--- src/rtl/sab_pkg.sv ---
`timescale 1ns/1ps
package sab_pkg;
  localparam int SAB_DATA_W = 64;

  typedef enum logic [2:0] {
    ST_IDLE,
    ST_RD0,
    ST_WAIT0,
    ST_RD1,
    ST_WAIT1,
    ST_WR0,
    ST_WR1,
    ST_RESP
  } sab_state_e;
endpackage

--- src/rtl/sab_decode.sv ---
`timescale 1ns/1ps
module sab_decode #(
  parameter int ADDR_W     = 32,
  parameter int UNIT_BYTES = 8,
  parameter int OFF_W      = $clog2(UNIT_BYTES)
) (
  input  logic [ADDR_W-1:0]     addr,
  input  logic [1:0]            size,
  output logic [OFF_W-1:0]      off,
  output logic [UNIT_BYTES-1:0] bmask,
  output logic                  misaligned,
  output logic                  crosses
);
  logic [OFF_W:0]   nbytes;
  logic [OFF_W-1:0] lowmask;

  always_comb begin
    off        = addr[OFF_W-1:0];
    nbytes     = (OFF_W+1)'(1) << size;
    lowmask    = OFF_W'(nbytes - (OFF_W+1)'(1));
    misaligned = |(off & lowmask);
    crosses    = ({1'b0, off} + nbytes) > (OFF_W+1)'(UNIT_BYTES);
  end

  generate
    for (genvar i = 0; i < UNIT_BYTES; i++) begin : g_mask
      assign bmask[i] = (OFF_W+1)'(i) < nbytes;
    end
  endgenerate
endmodule

--- src/rtl/sab_load_align.sv ---
`timescale 1ns/1ps
module sab_load_align #(
  parameter int DATA_W     = 64,
  parameter int UNIT_BYTES = DATA_W / 8,
  parameter int OFF_W      = $clog2(UNIT_BYTES)
) (
  input  logic [DATA_W-1:0]     lo_unit,
  input  logic [DATA_W-1:0]     hi_unit,
  input  logic [OFF_W-1:0]      off,
  input  logic [UNIT_BYTES-1:0] bmask,
  output logic [DATA_W-1:0]     data
);
  logic [DATA_W-1:0] shifted;

  // Pair of units seen as one little-endian window, moved down by the offset
  assign shifted = DATA_W'({hi_unit, lo_unit} >> {off, 3'b000});

  generate
    for (genvar i = 0; i < UNIT_BYTES; i++) begin : g_byte
      assign data[8*i +: 8] = bmask[i] ? shifted[8*i +: 8] : 8'h00;
    end
  endgenerate
endmodule

--- src/rtl/sab_store_merge.sv ---
`timescale 1ns/1ps
module sab_store_merge #(
  parameter int DATA_W     = 64,
  parameter int UNIT_BYTES = DATA_W / 8,
  parameter int OFF_W      = $clog2(UNIT_BYTES)
) (
  input  logic [DATA_W-1:0]     old_lo,
  input  logic [DATA_W-1:0]     old_hi,
  input  logic [DATA_W-1:0]     wdata,
  input  logic [OFF_W-1:0]      off,
  input  logic [UNIT_BYTES-1:0] bmask,
  output logic [DATA_W-1:0]     new_lo,
  output logic [DATA_W-1:0]     new_hi
);
  logic [2*DATA_W-1:0]     old_w;
  logic [2*DATA_W-1:0]     dat_w;
  logic [2*DATA_W-1:0]     new_w;
  logic [2*UNIT_BYTES-1:0] msk_w;

  assign old_w = {old_hi, old_lo};
  assign dat_w = {DATA_W'(0), wdata} << {off, 3'b000};
  assign msk_w = {UNIT_BYTES'(0), bmask} << off;

  generate
    for (genvar i = 0; i < 2*UNIT_BYTES; i++) begin : g_byte
      assign new_w[8*i +: 8] = msk_w[i] ? dat_w[8*i +: 8] : old_w[8*i +: 8];
    end
  endgenerate

  assign new_lo = new_w[DATA_W-1:0];
  assign new_hi = new_w[2*DATA_W-1:DATA_W];
endmodule

--- src/rtl/split_access_bridge.sv ---
`timescale 1ns/1ps
module split_access_bridge
  import sab_pkg::*;
#(
  parameter int ADDR_W = 32,
  parameter int DATA_W = SAB_DATA_W
) (
  input  logic                                   clk,
  input  logic                                   rst_n,
  input  logic                                   strict_en,
  input  logic                                   req_valid,
  output logic                                   req_ready,
  input  logic [ADDR_W-1:0]                      req_addr,
  input  logic [1:0]                             req_size,
  input  logic                                   req_write,
  input  logic [DATA_W-1:0]                      req_wdata,
  output logic                                   resp_valid,
  output logic [DATA_W-1:0]                      resp_rdata,
  output logic                                   resp_fault,
  output logic                                   mem_valid,
  input  logic                                   mem_ready,
  output logic                                   mem_write,
  output logic [ADDR_W-$clog2(DATA_W/8)-1:0]     mem_idx,
  output logic [DATA_W-1:0]                      mem_wdata,
  input  logic [DATA_W-1:0]                      mem_rdata,
  input  logic                                   mem_rdata_valid
);
  localparam int UB    = DATA_W / 8;
  localparam int OFF_W = $clog2(UB);
  localparam int IDX_W = ADDR_W - OFF_W;

  sab_state_e        st;
  logic [ADDR_W-1:0] addr_q;
  logic [1:0]        size_q;
  logic              write_q;
  logic              fault_q;
  logic [DATA_W-1:0] wdata_q;
  logic [DATA_W-1:0] buf0;
  logic [DATA_W-1:0] buf1;

  logic [ADDR_W-1:0] dec_addr;
  logic [1:0]        dec_size;
  logic [OFF_W-1:0]  off;
  logic [UB-1:0]     bmask;
  logic              misaligned;
  logic              crosses;
  logic [DATA_W-1:0] load_data;
  logic [DATA_W-1:0] new_lo;
  logic [DATA_W-1:0] new_hi;
  logic [IDX_W-1:0]  idx_q;

  // Live request is decoded while idle, the held one afterwards
  assign dec_addr = (st == ST_IDLE) ? req_addr : addr_q;
  assign dec_size = (st == ST_IDLE) ? req_size : size_q;
  assign idx_q    = addr_q[ADDR_W-1:OFF_W];

  sab_decode #(.ADDR_W(ADDR_W), .UNIT_BYTES(UB), .OFF_W(OFF_W)) u_dec (
    .addr       (dec_addr),
    .size       (dec_size),
    .off        (off),
    .bmask      (bmask),
    .misaligned (misaligned),
    .crosses    (crosses)
  );

  sab_load_align #(.DATA_W(DATA_W), .UNIT_BYTES(UB), .OFF_W(OFF_W)) u_load (
    .lo_unit (buf0),
    .hi_unit (buf1),
    .off     (off),
    .bmask   (bmask),
    .data    (load_data)
  );

  sab_store_merge #(.DATA_W(DATA_W), .UNIT_BYTES(UB), .OFF_W(OFF_W)) u_merge (
    .old_lo (buf0),
    .old_hi (buf1),
    .wdata  (wdata_q),
    .off    (off),
    .bmask  (bmask),
    .new_lo (new_lo),
    .new_hi (new_hi)
  );

  always_ff @(posedge clk or negedge rst_n) begin
    if (!rst_n) begin
      st      <= ST_IDLE;
      addr_q  <= '0;
      size_q  <= '0;
      write_q <= 1'b0;
      fault_q <= 1'b0;
      wdata_q <= '0;
      buf0    <= '0;
      buf1    <= '0;
    end else begin
      unique case (st)
        ST_IDLE: if (req_valid) begin
          addr_q  <= req_addr;
          size_q  <= req_size;
          write_q <= req_write;
          wdata_q <= req_wdata;
          if (strict_en && misaligned) begin
            fault_q <= 1'b1;
            st      <= ST_RESP;
          end else begin
            fault_q <= 1'b0;
            st      <= ST_RD0;
          end
        end
        ST_RD0: if (mem_ready) st <= ST_WAIT0;
        ST_WAIT0: if (mem_rdata_valid) begin
          buf0 <= mem_rdata;
          if (crosses)      st <= ST_RD1;
          else if (write_q) st <= ST_WR0;
          else              st <= ST_RESP;
        end
        ST_RD1: if (mem_ready) st <= ST_WAIT1;
        ST_WAIT1: if (mem_rdata_valid) begin
          buf1 <= mem_rdata;
          st   <= write_q ? ST_WR0 : ST_RESP;
        end
        ST_WR0: if (mem_ready) st <= crosses ? ST_WR1 : ST_RESP;
        ST_WR1: if (mem_ready) st <= ST_RESP;
        ST_RESP: st <= ST_IDLE;
        default: st <= ST_IDLE;
      endcase
    end
  end

  always_comb begin
    req_ready  = (st == ST_IDLE);
    mem_valid  = (st == ST_RD0) || (st == ST_RD1) || (st == ST_WR0) || (st == ST_WR1);
    mem_write  = (st == ST_WR0) || (st == ST_WR1);
    mem_idx    = ((st == ST_RD1) || (st == ST_WR1)) ? idx_q + IDX_W'(1) : idx_q;
    mem_wdata  = (st == ST_WR1) ? new_hi : ((st == ST_WR0) ? new_lo : '0);
    resp_valid = (st == ST_RESP);
    resp_fault = (st == ST_RESP) && fault_q;
    resp_rdata = ((st == ST_RESP) && !write_q && !fault_q) ? load_data : '0;
  end
endmodule

--- config.mk ---
export PLATFORM = sky130hd
export DESIGN_NAME = split_access_bridge
export DESIGN_NICKNAME = d
export VERILOG_FILES = /design/src/rtl/sab_pkg.sv /design/src/rtl/sab_decode.sv /design/src/rtl/sab_load_align.sv /design/src/rtl/sab_store_merge.sv /design/src/rtl/split_access_bridge.sv
export SDC_FILE = /design/constraint.sdc
export NUM_CORES = 1
export LEC_CHECK = 0
export BUFFER_PORTS_ARGS = -buffer_cell sky130_fd_sc_hd__buf_4
export CAP_MARGIN = 10
export CORE_ASPECT_RATIO = 2
export CORE_MARGIN = 1
export CORE_UTILIZATION = 49
export DETAILED_ROUTE_END_ITERATION = 12
export GPL_TIMING_DRIVEN = 0
export HOLD_SLACK_MARGIN = 0.06
export PLACE_DENSITY = 0.74
export SYNTH_ARGS = -nofsm -noshare
export SYNTH_HDL_FRONTEND = slang
export SYNTH_SLANG_ARGS = --single-unit
--- constraint.sdc ---
create_clock -name clk -period 3.6 [get_ports clk]
set_clock_uncertainty 0.15 [all_clocks]
set_input_delay 0.36 -clock clk [delete_from_list [all_inputs] [get_ports clk]]
set_output_delay 0.36 -clock clk [all_outputs]
set_load 0.01 [all_outputs]
==> flow_metrics.tcl, run 1 <==
set metrics [dict create \
    syn-num-nets 1949 \
    clock_sinks 231 \
    row_count 98 \
    gp_congestion 1.08 \
    synth-edff-count 0 \
    synth_cell_types 69 \
    ys_seq_area_share_pct 32.8 \
    synth-seq-cells 231 \
    netlist_area_mm2 0.0176 \
    start_util_pct 49.6 \
    async_flop_share_pct 100 \
    synth_warnings 0 \
    error "[ERROR GRT-0232] Routing congestion too high. Check the congestion heatmap in the GUI." \
    status "did not finish" \
    io_buffers 330 \
    cts-root-buf "clkbuf_16" \
    cts_max_level 1 \
    grt_usage_pct 63.0 \
    cts_made_buffers 23 \
    dpl.hpwl_um 77100 \
    grt_max_degree 125 \
    cts_buffer_depth 3 \
    placed_area_mm2 0.0207 \
    avgSynthCellArea_um2 9.94 \
    overflow 16 \
    syn_inst 1774 \
    dieHeight_um 270 \
    synthFlopType "dfrtp_1" \
    failing_step "global routing (5_1_grt)" \
    ios 331 \
    die_w_um 136 \
    numPlacedInstances 2557 \
]
## what timing repair did
action / 4_1_cts
hold endpoints to repair: 333
buffers inserted: 35
cloned: 2
pin swaps: 45
gates resized for setup: 266
endpoints found under the setup margin: 133
hold buffers: 162
## per-layer routing
layer,global-route usage (%),GRT overflow
met1,61.4,0
met2,89.0,5
met3,31.1,1
met4,72.3,10
met5,1.67,0
## cell usage after synthesis (9+ instances only)
cell / instances / share of area, %
a21o_1: 13 / 0.55
nor3_1: 18 / 0.51
nand2b_1: 10 / 0.35
buf_2: 47 / 1.3
mux4_2: 15 / 1.9
clkbuf_1: 68 / 1.4
o2bb2ai_1: 15 / 0.74
a32oi_1: 16 / 0.79
nand2_1: 235 / 5.0
a221oi_1: 24 / 1.2
inv_1: 28 / 0.60
mux2_2: 252 / 16
a211o_1: 11 / 0.55
o21ai_0: 67 / 1.9
nand4_1: 9 / 0.32
buf_6: 11 / 0.70
a21oi_1: 40 / 1.1
a32o_1: 57 / 3.2
dfrtp_1: 231 / 33
and3_1: 10 / 0.35
a221o_1: 14 / 0.79
nand3_1: 44 / 1.2
o221ai_1: 11 / 0.55
buf_4: 11 / 0.47
mux2i_1: 248 / 14
o21a_1: 11 / 0.47
nor4b_1: 9 / 0.45
nor2_1: 41 / 0.87
a31oi_1: 9 / 0.32
o211ai_1: 44 / 1.9
xor2_1: 17 / 0.84
xnor2_1: 15 / 0.74
buf_1: 11 / 0.23
and2_1: 18 / 0.64
## through the flow
| stage | utilization [%] | setup slack (ps) |
|---|---|---|
| 4_1_cts | 69.4 | -120 |
| 3_5_place_dp | 58.3 | -641 |
| 3_3_place_gp | 58.1 | -596 |
| 2_1_floorplan | - | 245 |
## logic make-up after synthesis
group           synth area share (%)
mux                             32.7
simple gates                    11.2
compound gates                  16.3
flops                           32.8
buf+inv                         4.88
xor+xnor                        1.59
fa+ha+maj                      0.468
==> run 2, diff against run 1 <==
CORE_ASPECT_RATIO = not set   (was 2)
CORE_UTILIZATION = 34   (was 49)
HOLD_SLACK_MARGIN = not set   (was 0.06)
PLACE_DENSITY = not set   (was 0.74)
PLACE_DENSITY_LB_ADDON = 0.15   (was not set)
==> run 2 against run 1 <==
The flow now finishes, with violations (DRC, setup timing). Area after synthesis is the same. Synthesized cell count unchanged.
==> flow_metrics.tcl, run 2 <==
set metrics [dict create \
    synth_cell_types 69 \
    ys_top_cells_by_area "dfrtp_1 33%, mux2_2 16%, mux2i_1 14%" \
    final_cell_mix "352 x buf_4, 238 x mux2_2, 229 x dfrtp_1" \
    worst_r2r_path_depth 10 \
    min_period_over_period_pct 107 \
    setup.worst_path.start_class "flop" \
    dp_worst_setup_slack_ps -597 \
    die_w_um 230 \
    synth_top_area_share_pct 32.8 \
    rrSetupSlack_ps 110 \
    nets 2582 \
    clk_pin_slew_ps 60 \
    dieHeight_um 230 \
    drt-total-wl_um 103000 \
    rsz0062_at_grt "yes" \
    hp-class "primary input to async pin" \
    cts-root-buf "clkbuf_16" \
    first_iter_violations 2470 \
    avgSynthCellArea_um2 9.94 \
    overflow 0 \
    row_count 83 \
    start_util_pct 34.4 \
    top_layer "met5" \
    fmax_mhz 260 \
    worstMarginPinSlew_ps 1070 \
    async_flop_share_pct 100 \
    netlist_area_mm2 0.0176 \
    drv_cap 0 \
    ys_seq_area_share_pct 32.8 \
    num_vias 19300 \
    violations "DRC, setup timing" \
    slew_headroom_pct 28.4 \
    required_ps 3090 \
    antenna_found_initial 3 \
    syn_inst 1774 \
    synth_most_common_cell "mux2_2" \
    synth_warnings 0 \
    clock_sinks 231 \
    synth-edff-count 0 \
    worstReg2RegEnd "st[2]" \
    synth_top_cell_by_area "dfrtp_1" \
    dr_wl_met2_um 44100 \
    reg2reg_from "st[2]" \
    min_period_ps 3840 \
    power_density_mw_per_mm2 1140 \
    setup_ws_ps -241 \
    cts_tree "yes" \
    wl_met3_um 10300 \
    crit_path_end_kind "output pin" \
    vias_per_cell 6.20 \
    grt_pass1_vias 18900 \
    io_buffers 330 \
    cts_max_level 1 \
    layout-drive-gt1-share_pct 48.0 \
    largestRegisters "buf0 x64, buf1 x64, wdata_q x64" \
    synthFlopType "dfrtp_1" \
    dpl.hpwl_um 79600 \
    gp_congestion 1.06 \
    area_growth_pct 58.7 \
    syn-num-nets 1949 \
    grt_usage_pct 38.1 \
    grt_max_degree 112 \
    final_core_util_pct 54.6 \
    finalMaxSlewViolations 0 \
    drc 4 \
    irDropWorstVdd_uv 463 \
    status "complete, but fails checks" \
    worstPathMaxFanout 7 \
    setup_viol 122 \
    ant_nets 0 \
    synth_common_cells "252 x mux2_2, 248 x mux2i_1, 235 x nand2_1" \
    cts_buffer_depth 3 \
    wl_per_cell_um 33.1 \
    wl_met1_um 42400 \
    core_area_mm2 0.0513 \
    synth-seq-cells 231 \
    dieArea_mm2 0.0528 \
    path_class "flop to output pin" \
    p_leak_nw 12.0 \
    final-hold-violation-count 0 \
    drt_first_pass_iters 10 \
    ios 331 \
    final.setup.tns_ps -8790 \
    final_common_cell "buf_4" \
    cp.arrival_ps 3330 \
    cts_made_buffers 27 \
    grt_pass1_wl_um 143000 \
    clock_latency_ps 580 \
]
-- run 2: cell counts after synthesis --
No cell type changed its count.
-- run 2: worst max-delay path, stage by stage (launching register included) --
cell      delay [ps]
dfrtp_2          430
or3_4            410
buf_12           160
clkinv_8          60
a21oi_4           50
buf_12           140
inv_8             50
buf_12           110
buf_12           120
buf_8            110
buf_12           140
mux2_4           300
o211ai_1         420
buf_4            220
-- run 2: report_power, final --
group	switching [W]	total [W]	internal (W)	leakage [nW]
sequential	0.00330	0.00717	0.00388	2.79
clock	0.00114	0.00268	0.00154	0.421
combinational	0.0117	0.0221	0.0103	8.83
-- run 2: worst max-delay path by stage --
stage,from,endpoint,slack [ps]
after global routing,st[2],mem_wdata[20],-210
after detailed placement,st[1],mem_wdata[52],-600
after CTS,st[0],mem_wdata[59],-180
final,st[2],mem_wdata[56],-240
after global placement,st[1],mem_wdata[52],-630
after floorplan,st[0],st[2],240
-- run 2: layer usage --
layer  global-route usage [%]  vias to the layer above
met5                        0                        -
met4                     16.2                        8
met3                     9.85                      305
met2                     57.7                     1297
met1                     51.1                     9676
li1                         -                     7976
-- run 2: kinds of logic after synthesis --
kind of cell / share of synthesized area, %
AO/OA/AOI/OAI: 16.3
XOR/XNOR: 1.59
adder cells (fa/ha/maj): 0.468
buffers and inverters: 4.88
flip-flops: 32.8
multiplexers: 32.7
AND/OR/NAND/NOR: 11.2
-- run 2: area by class of cell --
| type | instances | area (µm²) |
|---|---|---|
| antenna | 1 | 2.50 |
| buffer | 139 | 1330 |
| multi-input combinational | 1363 | 13100 |
| clock inverter | 9 | 77.6 |
| tap | 680 | 851 |
| sequential | 231 | 5780 |
| inverter | 32 | 145 |
| fill | 4563 | 23300 |
| clock buffer | 37 | 763 |
| timing repair buffer | 613 | 5900 |
-- run 2: stage by stage --
stage               hold WS [ps]  cell area (µm²)  cells  total power (W)
global route                73.1            28000   3104           0.0327
detailed placement          58.5            21100   2789           0.0216
finish                      74.8            28000   3105           0.0319
global placement             345            21000   2784           0.0215
CTS                         22.6            26800   3084           0.0293
floorplan                  -85.6            17600   1774           0.0143
-- run 2: repair_timing --
| item | CTS | global route |
|---|---|---|
| hold buffers | 161 | 0 |
| hold endpoints to repair | 455 | 0 |
| endpoints found under the setup margin | 132 | 139 |
| resized for setup | 528 | 210 |
| pin swaps | 98 | 95 |
| gates cloned | 11 | 5 |
| setup buffers | 82 | 25 |
(Power assumes the default switching activity.)
==> run 3, diff against run 2 <==
MAX_ROUTING_LAYER = met4   (was not set)
SLEW_MARGIN = 10   (was not set)
==> run 3 against run 2 <==
The flow still finishes with violations (DRC, setup timing). Sequential power hardly changed. Critical path depth is 1 lower. Final cell count is 1.2% lower. Worst setup slack better by 64 ps. Global-route usage is 1.1 points higher. First-iteration DRC count is 3.4% lower. Sequential cell count stayed put. Power is 2.7% lower. Clock power is 16% higher. Critical endpoint is now mem_wdata[17]. Largest cell class unchanged.
==> flow_metrics.tcl, run 3 (synthesized netlist as in run 2, its figures left out) <==
set metrics [dict create \
    cpLargestDelayFamily "compound AO/OA/AOI/OAI gates" \
    hold_slack_ps 88.2 \
    hp-class "primary input to flop" \
    cp.arrival_ps 3270 \
    final_common_cell "buf_4" \
    start_util_pct 34.4 \
    drc 4 \
    p_leak_nw 11.5 \
    rrSetupSlack_ps 70 \
    fillers 4633 \
    fmax_mhz 265 \
    cts_buffer_depth 3 \
    min_to "st[0]" \
    slowest_stage "dfrtp_2" \
    overflow 0 \
    rsz0062_at_grt "yes" \
    ios 331 \
    clk_pin_slew_ps 60 \
    grt_pass1_wl_um 142000 \
    drt_first_pass_iters 12 \
    crit_path_max_incr_delay_ps 420 \
    final_core_util_pct 53.1 \
    slew_headroom_pct 31.4 \
    largestRegisters "buf0 x64, buf1 x64, wdata_q x64" \
    status "complete, but fails checks" \
    setup_ws_ps -177 \
    holdPathStages 4 \
    finalMaxSlewViolations 0 \
    core_area_mm2 0.0513 \
    power_density_mw_per_mm2 1140 \
    cts_made_buffers 28 \
    path_buf_inv 7 \
    violations "DRC, setup timing" \
    grt_max_degree 103 \
    dpl.hpwl_um 80900 \
    gp_congestion 1.04 \
    worstReg2RegEnd "st[0]" \
    layout-drive-gt1-share_pct 46.0 \
    setup.worst_path.start_class "flop" \
    crit_chain "buf_6 > o31a_1 > a21oi_4 > inv_4 > buf_12 > buf_12 > buf_12 > buf_6 > mux2i_4 > a32oi_1 > o211ai_1 > buf_4" \
    clock_sinks 231 \
    worstPathMaxFanout 7 \
    dieHeight_um 230 \
    final-hold-violation-count 0 \
    path_class "flop to output pin" \
    area_growth_pct 54.6 \
    min_period_ps 3780 \
    min_period_over_period_pct 105 \
    reg2reg_from "st[2]" \
    drt-total-wl_um 104000 \
    setup_viol 56 \
    io_buffers 330 \
    drv_cap 0 \
    vias_per_cell 6.25 \
    die_w_um 230 \
    dp_worst_setup_slack_ps -620 \
    cts_tree "yes" \
    cp_common_cell "buf_12" \
    irDropWorstVdd_uv 491 \
    first_iter_violations 2386 \
    dieArea_mm2 0.0528 \
    num_vias 19200 \
    antenna_found_initial 4 \
    worst_r2r_path_depth 13 \
    final_cell_mix "360 x buf_4, 246 x mux2_2, 232 x nand2_1" \
    ant_nets 0 \
    cts-root-buf "clkbuf_16" \
    grt_usage_pct 39.1 \
    min-delay-start "mem_ready" \
    worstMarginPinSlew_ps 1030 \
    grt_pass1_vias 18900 \
    required_ps 3090 \
    crit_path_end_kind "output pin" \
    wl_per_cell_um 33.8 \
    cts_max_level 1 \
    worstSetupStartpoint "st[2]" \
    nets 2538 \
    clock_latency_ps 580 \
    row_count 83 \
]
==> run 3: report_power, final <==
part | internal (W) | switching [W] | total, W
logic | 0.00933 | 0.0114 | 0.0208
clock network | 0.00187 | 0.00123 | 0.00310
registers | 0.00387 | 0.00332 | 0.00719
total | 0.0151 | 0.0160 | 0.0311
==> run 3: metal layers <==
| layer | vias to the layer above | GRT usage (%) | wire, µm |
|---|---|---|---|
| li1 | 7896 | - | - |
| met3 | 306 | 7.07 | 9340 |
| met4 | 0 | 17.8 | 6290 |
| met1 | 9783 | 52.2 | 43600 |
| met5 | - | - | 0 |
| met2 | 1169 | 57.5 | 44400 |
==> run 3: how the worst max path moves through the flow <==
stage | to | depth (start not counted)
global route | mem_wdata[61] | 10
CTS | mem_wdata[52] | 10
detailed placement | st[2] | 13
global placement | mem_wdata[52] | 10
floorplan | st[2] | 13
finish | mem_wdata[17] | 12
==> run 3: layout make-up <==
type	instances	area, µm²	share of cell area [%]
inverter	32	143	0.523
buffer	139	1280	4.69
tap	680	851	3.12
timing repair buffer	568	5180	19.0
sequential	231	5780	21.2
clock inverter	17	228	0.835
antenna	2	5.00	0.0184
clock buffer	35	768	2.82
multi-input combinational	1363	13000	47.8
==> run 3: metrics by stage <==
| step | instance area [µm²] | total power (W) | instances | TNS [ps] |
|---|---|---|---|---|
| after detailed placement | 21000 | 0.0218 | 2787 | -22740 |
| after global routing | 27300 | 0.0317 | 3066 | -4340 |
| after floorplan | 17600 | 0.0143 | 1774 | 0 |
| after CTS | 26300 | 0.0289 | 3059 | -5490 |
| after global placement | 21000 | 0.0217 | 2784 | -38600 |
| final | 27300 | 0.0311 | 3067 | -3580 |
==> run 3: repair_timing <==
action | CTS | global route
setup endpoints to repair | 132 | 135
cloned | 5 | 3
gates resized for setup | 448 | 191
endpoints found under the hold margin | 455 | 0
setup buffers | 61 | 12
pin swaps | 66 | 61
hold buffers | 161 | 0
==> run 3: worst min-delay path, delay by kind of cell <==
family	cells	cell delay (ps)
simple gates	1	70
buf+inv	1	90
compound gates	2	250
